$ cat src/rtl/seg_access_check.sv
module seg_access_check #(
  parameter int OFS_W = 16
) (
  input  logic             clk,
  input  logic             rst_n,
  input  logic             req,
  input  logic             pm_en,
  input  logic [7:0]       rights,
  input  logic [OFS_W-1:0] limit,
  input  logic [OFS_W-1:0] offset,
  input  logic             size_word,
  input  logic [1:0]       op,
  output logic             grant,
  output logic             fault,
  output logic [1:0]       fault_cause
);
  localparam int SUM_W = OFS_W + 1;
  localparam logic [1:0] OP_RD = 2'd1;
  localparam logic [1:0] OP_WR = 2'd2;
  localparam logic [1:0] C_OK = 2'd0, C_ABSENT = 2'd1, C_BOUND = 2'd2, C_RIGHTS = 2'd3;

  logic [SUM_W-1:0] end_pos;
  logic             present, over, readable, writable, rights_ok;
  logic [1:0]       cause_n;

  assign end_pos   = {1'b0, offset} + SUM_W'(size_word ? 2 : 1);
  assign over      = end_pos > {1'b0, limit};
  assign present   = rights[7];
  assign readable  = ~rights[3] | rights[1];
  assign writable  = ~rights[3] & rights[1];
  assign rights_ok = (op == OP_RD) ? readable :
                     (op == OP_WR) ? writable : 1'b1;

  always_comb begin
    if (!pm_en)          cause_n = C_OK;
    else if (!present)   cause_n = C_ABSENT;
    else if (over)       cause_n = C_BOUND;
    else if (!rights_ok) cause_n = C_RIGHTS;
    else                 cause_n = C_OK;
  end

  always_ff @(posedge clk) begin
    if (!rst_n) begin
      grant       <= 1'b0;
      fault       <= 1'b0;
      fault_cause <= C_OK;
    end else begin
      grant       <= req && (cause_n == C_OK);
      fault       <= req && (cause_n != C_OK);
      fault_cause <= req ? cause_n : C_OK;
    end
  end

  AST_ONE_RESULT: assert property (@(posedge clk) disable iff (!rst_n)
    req |=> (grant ^ fault));
  AST_IDLE_QUIET: assert property (@(posedge clk) disable iff (!rst_n)
    !req |=> !(grant || fault));
  AST_REAL_GRANT: assert property (@(posedge clk) disable iff (!rst_n)
    (req && !pm_en) |=> grant);
  AST_ABSENT_FIRST: assert property (@(posedge clk) disable iff (!rst_n)
    (req && pm_en && !rights[7]) |=> (fault && fault_cause == 2'd1));
  AST_NO_WRITE_BIT3: assert property (@(posedge clk) disable iff (!rst_n)
    (req && pm_en && op == 2'd2 && rights[3]) |=> !grant);
  AST_CAUSE_IDLE: assert property (@(posedge clk) disable iff (!rst_n)
    !fault |-> (fault_cause == 2'd0));
endmodule

$ cat config.mk
export PLATFORM = sky130hd
export DESIGN_NAME = seg_access_check
export DESIGN_NICKNAME = d
export VERILOG_FILES = /design/src/rtl/seg_access_check.sv
export SDC_FILE = /design/constraint.sdc
export NUM_CORES = 1
export LEC_CHECK = 0
export BUFFER_PORTS_ARGS = -buffer_cell sky130_fd_sc_hd__buf_2
export CAP_MARGIN = 20
export CORE_MARGIN = 2
export CORE_UTILIZATION = 47
export DETAILED_ROUTE_END_ITERATION = 7
export PLACE_DENSITY = 0.88
export SYNTH_ARGS = -nofsm -noshare
export SYNTH_HDL_FRONTEND = slang
export SYNTH_SLANG_ARGS = --single-unit
$ cat constraint.sdc
create_clock -name clk -period 7.7 [get_ports clk]
set_input_delay 1.155 -clock clk [delete_from_list [all_inputs] [get_ports clk]]
set_output_delay 1.155 -clock clk [all_outputs]
set_load 0.01 [all_outputs]
==> key figures <==
Timing
  – Final min period: 3750 ps
  – Final Max Slew Viols: 0
  – Tightest Pin Transition: 497 ps
  – Setup TNS: 0 ps
  – RSZ-0062 raised after global routing: false
  – # setup viols final: 0
  – Fmax: 0.267 GHz
  – Fin crit share: 0.487
  – Headroom to the max-slew limit: 0.665
  – Final Hold Viols: 0

Final layout
  – Nets: 234
  – Multi-input combinational cell area: 731 µm²
  – Register area: 80.1 µm²
  – Most frequent cells in the layout: buf_2 (45), inv_1 (21), ha_1 (18)
  – Share of layout cells above drive strength 1: 0.349
  – Commonest non-fill, non-tap cell in the layout: buf_2
  – Fillers: 150
  – Ant. Diodes: 0
  – Final Non-Filler Cells: 191
  – Area grow syn2layout: 31.4%

Run
  – Max Cap Viol: 0

CTS
  – Clock Root Buffer: clkbuf_4
  – Cts bufs inserted: 3
  – Cts hold-fix bufs: 0
  – Max clock buf depth: 2
  – Setup Buffers After CTS: 0
  – Worst-path clk slew: 40 ps
  – Post-cts resize count: 0
  – CTS Sinks: 4
  – H-tree Lvls: 1
  – TritonCTS clock tree: built

Setup path
  – Worst setup EP type: flop
  – Arrival @ worst endpoint: 3870 ps
  – Setup crit start kind: primary input
  – Worst Setup Path Type: in -> reg
  – WP data required: 7820 ps
  – Crit-path max FO: 4

Global routing
  – Initial antenna violation count: 0
  – Vias in the first global route: 925
  – GRT Resource Usage Total: 0.201
  – Largest net degree at the start of global routing: 6
  – First-pass GRT wire length: 3.35 mm
  – Overflow after GRT: 0

Placed design
  – Cell count after placement: 188
  – Buffers on Ports: 45
  – DP Wirelength: 1.84 mm
  – Gpl congestion: 0.840

Drt
  – DRT iter0 DRCs: 6
  – Initial DRT Pass Iterations: 8
  – Via count: 975
  – Vias per inst: 5.10
  – DRT Wirelength: 2.07 mm
  – Routed Antenna Nets: 0
  – DRC: 0
  – WL/cell: 10.9 µm

Worst hold path
  – Worst hold path class: in -> reg

Yosys
  – Ys Warns: 0
  – Synth unique cells: 33
  – Cells after synthesis: 118
  – Mapped cell area: 890 µm²
  – Seq/Total Area, Yosys: 0.0900
  – FF+latch count, synth: 4
  – Syn_nets: 184
  – Syn avg cell area: 7.54 µm²

Floorplanning
  – Die height: 47.5 µm
  – Core Area: 1750 µm²
  – Rows: 15
  – Io pins: 51
  – Starting density of the core: 0.510
  – Die X-Extent: 47.5 µm
  – Die area: 2260 µm²

Status
  – Status: completed

Power and ir drop
  – Cell Pwr Density: 85.8 nW/µm²
  – Leakage: 0.653 nW
  – Maximum vdd drop: 0.0410 mV
  – Tot Pwr: 0.000100 W
==> critical path, stage by stage <==
cell and delay (ps):
buf_2 120, inv_1 50, ha_1 210, fa_1 430
nand4_1 170, nor2_1 100, xnor2_1 170, ha_1 270
nand4_1 140, nor3_1 70, a2111o_1 400, a211oi_2 220
o21ai_2 110, o31a_1 250
==> kinds of logic after synthesis <==
| kind of cell | Yosys count | share of synthesized area |
|---|---|---|
| AO/OA/AOI/OAI | 19 | 0.176 |
| AND/OR/NAND/NOR | 41 | 0.232 |
| buffers and inverters | 21 | 0.0886 |
| XOR/XNOR | 14 | 0.138 |
| flip-flops | 4 | 0.0900 |
| adder cells (fa/ha/maj) | 19 | 0.276 |
==> cell type report <==
type	count	area share
multi-input cells	93	0.625
repair buffers	45	0.193
flip-flops and latches	4	0.0685
inverters	21	0.0675
well taps	25	0.0268
clock buffers	3	0.0193
==> worst paths after layout <==
path / cells after the start / endpoint / slack, ps / startpoint
max: 14 / fault$_SDFF_PN0_ / 3950 / size_word
min: 2 / grant$_SDFF_PN0_ / 1110 / pm_en
==> report_power, final <==
group          internal (W)  leakage [nW]  switching (W)
Clock             0.0000175        0.0138     0.00000915
Sequential        0.0000218        0.0327    0.000000165
Combinational     0.0000250         0.606      0.0000267
Total             0.0000642         0.653      0.0000360
==> sequential cells by signal, indices dropped and copies added, names as in the netlist <==
name         flops
fault            1
grant            1
fault_cause      2
==> cells in the mapped netlist, drive strengths merged <==
cell type  instances  share of area
o2bb2ai            1         0.0098
nand2b             1         0.0070
nor3               4          0.028
a2111o             1          0.013
and3               2          0.015
nand2             11          0.046
a21o               1         0.0084
o31a               1         0.0098
xnor2              9          0.089
o211a              1          0.011
nor2               8          0.037
a21oi              5          0.037
ha                18           0.25
inv               21          0.089
dfxtp              4          0.090
a21bo              1          0.011
xor2               5          0.049
o211ai             1         0.0084
o32ai              1          0.018
nand3              8          0.045
or3                1         0.0070
o21ai              4          0.027
nand4              5          0.035
and4               1          0.011
fa                 1          0.023
a211oi             2          0.023
==> per-stage QoR <==
stage                     cell area, µm²   util  hold slack, ps  setup WS (ps)
after global routing                1170  0.670            1130           3770
after global placement              1150  0.657            1360           3810
after detailed placement            1150  0.657            1360           3690
after CTS                           1170  0.670            1110           3940
after floorplan                      890      -            1250           4110
final                               1170  0.670            1110           3950
==> per-layer routing <==
| layer | vias up | track usage | wire length, µm |
|---|---|---|---|
| met1 | 436 | 0.202 | 799 |
| met3 | 4 | 0.0226 | 91 |
| met4 | 0 | 0.0944 | 29 |
| met2 | 24 | 0.403 | 1150 |
| li1 | 511 | - | - |
| met5 | - | 0 | 0 |
(Power assumes the default switching activity.)
